--- src/rtl/cal_alarm_pkg.sv ---
package cal_alarm_pkg;
  localparam int unsigned NUM_FIELDS  = 7;
  localparam int unsigned FIELD_MAX_W = 8;
  localparam int unsigned ADDR_COMMIT = 7;
  localparam int unsigned ADDR_IRQ_EN = 8;
  localparam int unsigned ADDR_STATUS = 9;

  typedef struct packed {
    logic                   en;
    logic [FIELD_MAX_W-1:0] val;
  } alarm_field_t;

  // BCD width of each field, index order sec, min, hour, wday, day, mon, year
  function automatic int unsigned field_width(int unsigned idx);
    case (idx)
      0, 1:    return 7;
      2, 4:    return 6;
      3:       return 3;
      5:       return 5;
      default: return 8;
    endcase
  endfunction
endpackage

--- src/rtl/cal_alarm_regs.sv ---
module cal_alarm_regs
  import cal_alarm_pkg::*;
#(
  parameter int unsigned ADDR_W = 4,
  parameter int unsigned DATA_W = 16
) (
  input  logic                           clk_i,
  input  logic                           rst_ni,
  input  logic                           wr_en_i,
  input  logic [ADDR_W-1:0]              wr_addr_i,
  input  logic [DATA_W-1:0]              wr_data_i,
  output alarm_field_t [NUM_FIELDS-1:0]  active_o
);
  localparam int unsigned EN_BIT = DATA_W - 1;

  alarm_field_t [NUM_FIELDS-1:0] staged_q;
  alarm_field_t [NUM_FIELDS-1:0] active_q;
  logic commit;

  assign commit = wr_en_i && (wr_addr_i == ADDR_W'(ADDR_COMMIT)) && wr_data_i[EN_BIT];

  for (genvar g = 0; g < NUM_FIELDS; g++) begin : g_slot
    localparam int unsigned W = field_width(g);
    always_ff @(posedge clk_i or negedge rst_ni) begin
      if (!rst_ni) begin
        staged_q[g] <= '0;
      end else if (wr_en_i && (wr_addr_i == ADDR_W'(g))) begin
        staged_q[g].en  <= wr_data_i[EN_BIT];
        staged_q[g].val <= FIELD_MAX_W'(wr_data_i[W-1:0]);
      end
    end
  end

  always_ff @(posedge clk_i or negedge rst_ni) begin
    if (!rst_ni)     active_q <= '0;
    else if (commit) active_q <= staged_q;
  end

  assign active_o = active_q;

  // any write that is not to the commit address leaves the active alarm alone
  a_r2_no_commit_hold: assert property (@(posedge clk_i) disable iff (!rst_ni)
    (wr_en_i && wr_addr_i != ADDR_W'(ADDR_COMMIT)) |=> $stable(active_o));
endmodule

--- src/rtl/cal_alarm_match.sv ---
module cal_alarm_match
  import cal_alarm_pkg::*;
(
  input  logic                                  clk_i,
  input  logic                                  rst_ni,
  input  logic                                  tick_i,
  input  alarm_field_t [NUM_FIELDS-1:0]         active_i,
  input  logic [NUM_FIELDS-1:0][FIELD_MAX_W-1:0] now_i,
  output logic                                  hit_o
);
  logic [NUM_FIELDS-1:0] en_vec;
  logic [NUM_FIELDS-1:0] field_ok;

  for (genvar g = 0; g < NUM_FIELDS; g++) begin : g_cmp
    localparam int unsigned W = field_width(g);
    assign en_vec[g]   = active_i[g].en;
    assign field_ok[g] = !active_i[g].en || (active_i[g].val[W-1:0] == now_i[g][W-1:0]);
  end

  assign hit_o = tick_i && (|en_vec) && (&field_ok);

  // no match outside a tick
  a_r4_hit_on_tick: assert property (@(posedge clk_i) disable iff (!rst_ni)
    hit_o |-> tick_i);
  // a match needs at least one enabled field
  a_r6_hit_needs_field: assert property (@(posedge clk_i) disable iff (!rst_ni)
    hit_o |-> ($countones(en_vec) != 0));
endmodule

--- src/rtl/cal_alarm_irq.sv ---
module cal_alarm_irq (
  input  logic clk_i,
  input  logic rst_ni,
  input  logic hit_i,
  input  logic ie_wr_i,
  input  logic ie_val_i,
  input  logic clr_i,
  output logic ie_o,
  output logic status_o,
  output logic irq_o
);
  logic ie_q, status_q;

  always_ff @(posedge clk_i or negedge rst_ni) begin
    if (!rst_ni)      ie_q <= 1'b0;
    else if (ie_wr_i) ie_q <= ie_val_i;
  end

  // set has priority over write-one-to-clear
  always_ff @(posedge clk_i or negedge rst_ni) begin
    if (!rst_ni)    status_q <= 1'b0;
    else if (hit_i) status_q <= 1'b1;
    else if (clr_i) status_q <= 1'b0;
  end

  assign ie_o     = ie_q;
  assign status_o = status_q;
  assign irq_o    = status_q & ie_q;

  a_r7_sticky: assert property (@(posedge clk_i) disable iff (!rst_ni)
    (status_o && !clr_i) |=> status_o);
  a_r8_clear: assert property (@(posedge clk_i) disable iff (!rst_ni)
    (clr_i && !hit_i) |=> !status_o);
  a_r10_set_wins: assert property (@(posedge clk_i) disable iff (!rst_ni)
    hit_i |=> status_o);
  a_r9_irq_gated: assert property (@(posedge clk_i) disable iff (!rst_ni)
    (ie_wr_i && !ie_val_i) |=> !irq_o);
endmodule

--- src/rtl/calendar_alarm.sv ---
module calendar_alarm
  import cal_alarm_pkg::*;
#(
  parameter int unsigned ADDR_W = 4,
  parameter int unsigned DATA_W = 16
) (
  input  logic              clk_i,
  input  logic              rst_ni,
  input  logic              tick_i,
  input  logic [6:0]        time_sec_i,
  input  logic [6:0]        time_min_i,
  input  logic [5:0]        time_hour_i,
  input  logic [2:0]        time_wday_i,
  input  logic [5:0]        time_day_i,
  input  logic [4:0]        time_mon_i,
  input  logic [7:0]        time_year_i,
  input  logic              wr_en_i,
  input  logic [ADDR_W-1:0] wr_addr_i,
  input  logic [DATA_W-1:0] wr_data_i,
  input  logic [ADDR_W-1:0] rd_addr_i,
  output logic [DATA_W-1:0] rd_data_o,
  output logic              irq_o
);
  localparam int unsigned EN_BIT = DATA_W - 1;

  alarm_field_t [NUM_FIELDS-1:0]           active;
  logic [NUM_FIELDS-1:0][FIELD_MAX_W-1:0]  now_time;
  logic hit, ie, status, ie_wr, clr;

  assign now_time[0] = FIELD_MAX_W'(time_sec_i);
  assign now_time[1] = FIELD_MAX_W'(time_min_i);
  assign now_time[2] = FIELD_MAX_W'(time_hour_i);
  assign now_time[3] = FIELD_MAX_W'(time_wday_i);
  assign now_time[4] = FIELD_MAX_W'(time_day_i);
  assign now_time[5] = FIELD_MAX_W'(time_mon_i);
  assign now_time[6] = time_year_i;

  assign ie_wr = wr_en_i && (wr_addr_i == ADDR_W'(ADDR_IRQ_EN));
  assign clr   = wr_en_i && (wr_addr_i == ADDR_W'(ADDR_STATUS)) && wr_data_i[0];

  cal_alarm_regs #(.ADDR_W(ADDR_W), .DATA_W(DATA_W)) u_regs (
    .clk_i    (clk_i),
    .rst_ni   (rst_ni),
    .wr_en_i  (wr_en_i),
    .wr_addr_i(wr_addr_i),
    .wr_data_i(wr_data_i),
    .active_o (active)
  );

  cal_alarm_match u_match (
    .clk_i   (clk_i),
    .rst_ni  (rst_ni),
    .tick_i  (tick_i),
    .active_i(active),
    .now_i   (now_time),
    .hit_o   (hit)
  );

  cal_alarm_irq u_irq (
    .clk_i   (clk_i),
    .rst_ni  (rst_ni),
    .hit_i   (hit),
    .ie_wr_i (ie_wr),
    .ie_val_i(wr_data_i[0]),
    .clr_i   (clr),
    .ie_o    (ie),
    .status_o(status),
    .irq_o   (irq_o)
  );

  always_comb begin
    rd_data_o = '0;
    for (int i = 0; i < NUM_FIELDS; i++) begin
      if (rd_addr_i == ADDR_W'(i)) begin
        rd_data_o[EN_BIT]          = active[i].en;
        rd_data_o[FIELD_MAX_W-1:0] = active[i].val;
      end
    end
    if (rd_addr_i == ADDR_W'(ADDR_IRQ_EN)) rd_data_o[0] = ie;
    if (rd_addr_i == ADDR_W'(ADDR_STATUS)) rd_data_o[0] = status;
  end

  // the interrupt is never raised while the enable is clear
  a_r9_irq_needs_en: assert property (@(posedge clk_i) disable iff (!rst_ni)
    irq_o |-> ie);
endmodule

--- config.mk ---
export PLATFORM = sky130hd
export DESIGN_NAME = calendar_alarm
export DESIGN_NICKNAME = d
export VERILOG_FILES = /design/src/rtl/cal_alarm_pkg.sv /design/src/rtl/cal_alarm_regs.sv /design/src/rtl/cal_alarm_match.sv /design/src/rtl/cal_alarm_irq.sv /design/src/rtl/calendar_alarm.sv
export SDC_FILE = /design/constraint.sdc
export NUM_CORES = 1
export LEC_CHECK = 0
export ABC_AREA = 1
export BUFFER_PORTS_ARGS = -buffer_cell sky130_fd_sc_hd__buf_2
export CORE_ASPECT_RATIO = 2
export CORE_MARGIN = 5
export CORE_UTILIZATION = 45
export CTS_BUF_LIST = sky130_fd_sc_hd__clkbuf_2
export DETAILED_ROUTE_END_ITERATION = 6
export GPL_ROUTABILITY_DRIVEN = 0
export PLACE_DENSITY = 0.64
export SETUP_SLACK_MARGIN = 0.1
export SLEW_MARGIN = 5
export SYNTH_ARGS = -nofsm -noshare
export SYNTH_HDL_FRONTEND = slang
export SYNTH_SLANG_ARGS = --single-unit
--- constraint.sdc ---
create_clock -name clk_i -period 1.9 [get_ports clk_i]
set_input_delay 0.285 -clock clk_i [delete_from_list [all_inputs] [get_ports clk_i]]
set_output_delay 0.285 -clock clk_i [all_outputs]
set_load 0.05 [all_outputs]
==> results.sh, run 1 <==
export IMPL_worstPathRequired_ns=1.62
export IMPL_vias=4232
export IMPL_maxCapViolations=0
export IMPL_layout_drive_gt1_share=0.272
export IMPL_dp_cells=799
export IMPL_avgSynthCellArea_um2=8.28
export IMPL_cpLargestDelayFamily="flip-flops"
export IMPL_cts_sink_count=100
export IMPL_synth_common_cells="nand2_1 (149), dfrtp_1 (100), inv_1 (70)"
export IMPL_fin_nets=780
export IMPL_yosysTopAreaCell="dfrtp_1"
export IMPL_violations="setup timing"
export IMPL_antenna_left=0
export IMPL_num_rows=53
export IMPL_seqPwrFrac=0.528
export IMPL_cellPowerDensity_mw_per_mm2=936
export IMPL_synthDominantCellAreaShare=0.519
export IMPL_worstPathCellList="nand3_1 > o21ai_1 > nor2_1 > nand3_1 > nand2_1 > nand4_1 > buf_6"
export IMPL_path_common_cell="nand3_1"
export IMPL_finalWirelength_mm=13.1
export IMPL_grt_pass1_vias=4201
export IMPL_pwr_share_comb=0.298
export IMPL_critPathCaptureType="output port"
export IMPL_cp_start_kind="flip-flop"
export IMPL_p_clk_frac=0.174
export IMPL_grt_use_total=0.209
export IMPL_maxUsedRoutingLayer="met4"
export IMPL_finalNonFillerCells=852
export IMPL_vias_per_cell=4.97
export IMPL_cts_tree="built"
export IMPL_ios=87
export IMPL_synth_flop_cell="dfrtp_1"
export IMPL_die_y_um=156
export IMPL_place_hpwl_mm=9.85
export IMPL_hold_violations=0
export IMPL_wire_per_inst_um=15.4
export IMPL_ctsLongestPathBuffers=2
export IMPL_finalPower_mw=5.64
export IMPL_hold_ws_ns=0.0502
export IMPL_cts_buffers=9
export IMPL_fmax_ghz=0.495
export IMPL_power_leakage_nw=3.03
export IMPL_slowest_delay_ns=0.48
export IMPL_synthDistinctLibCells=27
export IMPL_syn_to_final_growth_pct=24.8
export IMPL_arrival_ns=1.74
export IMPL_internal_power_mw=3.73
export IMPL_cp_slowest_cell="dfrtp_1"
export IMPL_dr_wl_met2_mm=7.13
export IMPL_clk_latency_ns=0.56
export IMPL_crit_fanout=2
export IMPL_path_buf_inv=1
export IMPL_ys_warn_count=0
export IMPL_grt_pass1_wl_mm=21.1
export IMPL_cts_root_buf="clkbuf_2"
export IMPL_die_w_um=83.2
export IMPL_dieArea_mm2=0.0130
export IMPL_min_period_over_period=1.06
export IMPL_max_vdd_ir_drop_mv=0.574
export IMPL_initial_core_util=0.458
export IMPL_swShare=0.338
export IMPL_async_reset_ff_frac=1.00
export IMPL_dr_pass1_iters=4
export IMPL_yosys_top_cells_area="dfrtp_1 (52%), nand2_1 (12%), inv_1 (5.4%), nor2_1 (4.6%), o21ai_0 (4.0%)"
export IMPL_grt_max_degree=42
export IMPL_fin_setup_tns_ns=-0.470
export IMPL_setup_worst_path_class="flip-flop to output port"
export IMPL_min_period_ns=2.02
export IMPL_met3_length_um=596
export IMPL_drc=0
export IMPL_cts_clk_slew_worst_paths_ns=0.25
export IMPL_wl_met1_mm=4.81
export IMPL_min_path_type="primary input to flip-flop"
export IMPL_finalWorstSetupSlack_ns=-0.122
export IMPL_coreArea_mm2=0.0105
export IMPL_postSynthCellCount=583
export IMPL_htreeDepth=3
export IMPL_netlist_area_mm2=0.00482
export IMPL_synth_seq_area_share=0.519
export IMPL_rsz0062_at_grt="yes"
export IMPL_outcome="finished, violations left"
export IMPL_synth_most_common_cell="nand2_1"
export IMPL_drtIter0Drc=212
export IMPL_antenna_found_initial=1
export IMPL_setup_violations_final=7
export IMPL_drv_slew=0
export IMPL_grt_overflow_total=0
export IMPL_finalClockSkew_ns=0.0271
export IMPL_portBuffers=72
export IMPL_yosys_register_bits=100
export IMPL_p_switching_mw=1.91
export IMPL_synth_edff_count=0
path summary, 6_finish.rpt:
check / cells past startpoint / endpoint / slack (ns) / from
min: 4 / u_irq.status_o$_DFFE_PN0P_ / 0.05 / wr_data_i[0]
max in group asynchronous: 3 / u_regs.staged_q[45]$_DFFE_PN0P_ / 1.05 / rst_ni
min reg2reg: 2 / u_regs.active_o[59]$_DFFE_PN0P_ / 0.51 / u_regs.staged_q[59]$_DFFE_PN0P_
max: 7 / rd_data_o[0] / -0.12 / u_regs.active_o[0]$_DFFE_PN0P_
min in group asynchronous: 2 / u_regs.staged_q[19]$_DFFE_PN0P_ / 0.15 / rst_ni
max reg2reg: 15 / u_irq.status_o$_DFFE_PN0P_ / 0.16 / u_regs.active_o[5]$_DFFE_PN0P_
cells in the final DEF, fill, tap and decap left out, types with 2 or more instances in the layout:
cell type      instances
o22ai_2                3
nor3_1                 2
nand3_1               17
mux2_2                 6
conb_1                 7
buf_12                 2
inv_2                 20
nor2_1                56
nor3_2                 4
buf_6                 13
mux2_1                 6
xor2_1                14
dlygate4sd3_1          4
inv_1                 51
o22ai_4                2
xnor2_1               15
nand2_2                2
a21oi_2                3
a21oi_1               23
nand4_1                7
nor2_4                 2
dfrtp_1               99
nor2_2                 4
o21ai_0               38
buf_2                 63
buf_4                 51
o21ai_1               31
clkbuf_2              11
nand2_1              147
o2111ai_2              2
state kept, by name (all words and copies together) (netlist names):
register,flops
u_regs.active_o,49
u_regs.staged_q,49
u_irq.ie_o,1
u_irq.status_o,1
worst register-to-register path, cell delays in order, from the launching register on:
cell	delay [ns]
dfrtp_1	0.45
inv_2	0.08
buf_6	0.10
buf_6	0.08
buf_6	0.08
buf_6	0.08
buf_6	0.08
buf_6	0.08
nand2_2	0.03
nand2_1	0.05
nand3_1	0.08
o21bai_1	0.20
nand2_1	0.07
nor2_1	0.10
nand2_1	0.08
nand2_1	0.07
repair_timing:
item	4_1_cts	5_1_grt
hold buffers	3	1
gates resized for setup	53	13
pin swaps	23	16
setup endpoints to repair	8	9
hold endpoints to repair	80	1
buffers inserted	25	13
logic make-up (layout without fill, tap and decap cells):
group,count (synthesis),count (layout),share of synthesized area
compound gates,106,106,0.115
flops,100,100,0.519
buf+inv,94,219,0.0853
other cells,1,8,0.000777
simple gates,241,241,0.200
xor+xnor,29,29,0.0526
mux,12,12,0.0280
through the flow:
step,area (µm²),util,setup slack (ns)
global route,6020,0.571,-0.265
floorplan,4850,-,0.169
detailed placement,5450,0.517,0.0403
finish,6020,0.571,-0.122
CTS,5920,0.562,-0.163
global placement,5450,0.517,0.0170
cell type report:
| type | count | area [µm²] |
|---|---|---|
| fill | 964 | 4520 |
| clock inverter | 4 | 51.3 |
| antenna | 1 | 2.50 |
| multi-input combinational | 395 | 2050 |
| timing repair buffer | 133 | 925 |
| sequential | 100 | 2500 |
| tap | 137 | 171 |
| inverter | 71 | 267 |
| clock buffer | 11 | 55.1 |
routing by layer:
layer  up-vias  GRT usage
li1       2090          -
met1      2004      0.228
met2       106      0.380
met3        32     0.0395
met4         0      0.111
met5         -          0
power by group through the flow:
stage / combinational, mW / clock, mW / sequential, mW
CTS: 1.59 / 1.01 / 2.97
global placement: 1.24 / 0 / 3.00
floorplan: 0.924 / 0 / 2.90
global route: 1.88 / 1.10 / 3.03
finish: 1.68 / 0.983 / 2.97
detailed placement: 1.28 / 0 / 3.02
Note: power is estimated with default switching activity, not from simulation.
==> run 2, diff against run 1 <==
--- a/config.mk
+++ b/config.mk
@@ -7,13 +7,15 @@
 export LEC_CHECK = 0
 export ABC_AREA = 1
 export BUFFER_PORTS_ARGS = -buffer_cell sky130_fd_sc_hd__buf_2
+export CELL_PAD_IN_SITES_DETAIL_PLACEMENT = 1
+export CELL_PAD_IN_SITES_GLOBAL_PLACEMENT = 2
 export CORE_ASPECT_RATIO = 2
 export CORE_MARGIN = 5
-export CORE_UTILIZATION = 45
+export CORE_UTILIZATION = 37
 export CTS_BUF_LIST = sky130_fd_sc_hd__clkbuf_2
 export DETAILED_ROUTE_END_ITERATION = 6
 export GPL_ROUTABILITY_DRIVEN = 0
-export PLACE_DENSITY = 0.64
+export PLACE_DENSITY = 0.85
 export SETUP_SLACK_MARGIN = 0.1
 export SLEW_MARGIN = 5
 export SYNTH_ARGS = -nofsm -noshare
==> results.sh, run 2 (same netlist as run 1, synthesis figures left out) <==
export IMPL_outcome="finished, violations left"
export IMPL_grt_overflow_total=0
export IMPL_seqPwrFrac=0.517
export IMPL_holdPathEnd="u_irq.ie_o$_DFFE_PN0P_"
export IMPL_p_switching_mw=1.98
export IMPL_pwr_share_comb=0.286
export IMPL_finalClockSkew_ns=0.0190
export IMPL_timing_rr_start="u_regs.active_o[5]$_DFFE_PN0P_"
export IMPL_power_leakage_nw=3.01
export IMPL_grt_pass1_wl_mm=24.8
export IMPL_preCtsSetupSlack_ns=-0.124
export IMPL_portBuffers=72
export IMPL_r2r_setup_slack_ns=0.28
export IMPL_hold_violations=0
export IMPL_htreeDepth=3
export IMPL_setup_violations_final=7
export IMPL_finalPower_mw=5.79
export IMPL_p_clk_frac=0.197
export IMPL_finalWirelength_mm=15.8
export IMPL_finalWorstSetupSlack_ns=-0.159
export IMPL_initial_core_util=0.373
export IMPL_fmax_ghz=0.486
export IMPL_ctsLongestPathBuffers=2
export IMPL_cts_root_buf="clkbuf_2"
export IMPL_fin_setup_tns_ns=-0.897
export IMPL_clk_latency_ns=0.60
export IMPL_r2r_end="u_irq.status_o$_DFFE_PN0P_"
export IMPL_crit_fanout=2
export IMPL_grt_use_total=0.208
export IMPL_place_hpwl_mm=12.0
export IMPL_antenna_found_initial=1
export IMPL_cellPowerDensity_mw_per_mm2=960
export IMPL_fin_nets=774
export IMPL_layout_drive_gt1_share=0.265
export IMPL_cts_clk_slew_worst_paths_ns=0.25
export IMPL_die_w_um=90.7
export IMPL_cp_start_kind="flip-flop"
export IMPL_cp_slowest_cell="dfrtp_1"
export IMPL_setup_worst_path_class="flip-flop to output port"
export IMPL_dieArea_mm2=0.0156
export IMPL_vias_per_cell=5.01
export IMPL_min_from="wr_en_i"
export IMPL_ios=87
export IMPL_min_path_type="primary input to flip-flop"
export IMPL_worstPathRequired_ns=1.62
export IMPL_slowest_delay_ns=0.44
export IMPL_worstPathCellList="inv_1 > o22ai_2 > nor3_2 > nand4_1 > buf_6"
export IMPL_wire_per_inst_um=18.3
export IMPL_swShare=0.343
export IMPL_cpLargestDelayFamily="flip-flops"
export IMPL_drtIter0Drc=157
export IMPL_dr_pass1_iters=4
export IMPL_num_rows=59
export IMPL_startpoint="u_regs.active_o[11]$_DFFE_PN0P_"
export IMPL_max_vdd_ir_drop_mv=0.506
export IMPL_die_y_um=171
export IMPL_coreArea_mm2=0.0129
export IMPL_critPathCaptureType="output port"
export IMPL_internal_power_mw=3.81
export IMPL_path_buf_inv=2
export IMPL_min_period_ns=2.06
export IMPL_final_common_cell="nand2_1"
export IMPL_drv_slew=0
export IMPL_maxCapViolations=0
export IMPL_violations="setup timing"
export IMPL_cts_buffers=9
export IMPL_dp_cells=812
export IMPL_finalNonFillerCells=862
export IMPL_grt_max_degree=36
export IMPL_final_cell_mix="nand2_1 (147), dfrtp_1 (99), buf_2 (61)"
export IMPL_reg2reg_depth=10
export IMPL_arrival_ns=1.77
export IMPL_drc=0
export IMPL_antenna_left=0
export IMPL_grt_pass1_vias=4764
export IMPL_min_period_over_period=1.08
export IMPL_rsz0062_at_grt="yes"
export IMPL_vias=4316
export IMPL_cts_tree="built"
export IMPL_hold_depth=3
export IMPL_syn_to_final_growth_pct=25.1
export IMPL_cts_sink_count=100
==> run 2: final cells by class <==
cell class / count / area, µm²
diodes: 1 / 2.50
clock buffers: 11 / 55.1
clock inverters: 5 / 76.3
fillers: 1605 / 6880
inverters: 71 / 267
multi-input cells: 395 / 2060
flip-flops and latches: 100 / 2500
well taps: 152 / 190
repair buffers: 127 / 882
==> run 2: how the worst max path moves through the flow <==
stage                   end  slack, ns  cells after the start
3_3_place_gp   rd_data_o[4]       -0.1                      8
5_1_grt        rd_data_o[0]      -0.29                      5
4_1_cts        rd_data_o[0]      -0.22                      7
2_1_floorplan  rd_data_o[0]       0.17                      7
3_5_place_dp   rd_data_o[4]      -0.12                      8
6_report       rd_data_o[2]      -0.16                      5
==> run 2: routing by layer <==
layer / vias to the layer above / share of wire / track usage
met1: 2097 / 0.35 / 0.213
met2: 100 / 0.56 / 0.395
met5: - / 0 / 0
met4: 0 / 0.049 / 0.115
li1: 2081 / - / -
met3: 38 / 0.036 / 0.0333
==> run 2: tightest hold or removal path, cell delays in order <==
cell	delay [ns]
buf_2	0.15
nand3_1	0.15
o21ai_0	0.09
==> run 2: repair_timing <==
item | CTS | global route
pin swaps | 16 | 11
endpoints found under the setup margin | 8 | 10
resized for setup | 51 | 9
gates cloned | 0 | 0
buffers inserted | 23 | 5
hold endpoints to repair | 105 | 0
hold buffers | 5 | 0
==> run 2: power by group through the flow <==
| stage | Clock [mW] | Sequential, mW | Combinational (mW) |
|---|---|---|---|
| 6_report | 1.14 | 3.00 | 1.66 |
| 5_1_grt | 1.25 | 3.06 | 1.85 |
| 4_1_cts | 1.18 | 2.99 | 1.62 |
| 3_5_place_dp | 0 | 3.04 | 1.32 |
| 3_3_place_gp | 0 | 3.01 | 1.27 |
| 2_1_floorplan | 0 | 2.90 | 0.924 |
==> run 2: stage by stage <==
step	hold WS (ns)	utilization	area (µm²)
global route	0.0423	0.467	6030
floorplan	-0.0106	-	4850
detailed placement	0.269	0.424	5480
finish	0.0836	0.467	6030
global placement	0.262	0.424	5480
CTS	0.0639	0.462	5970
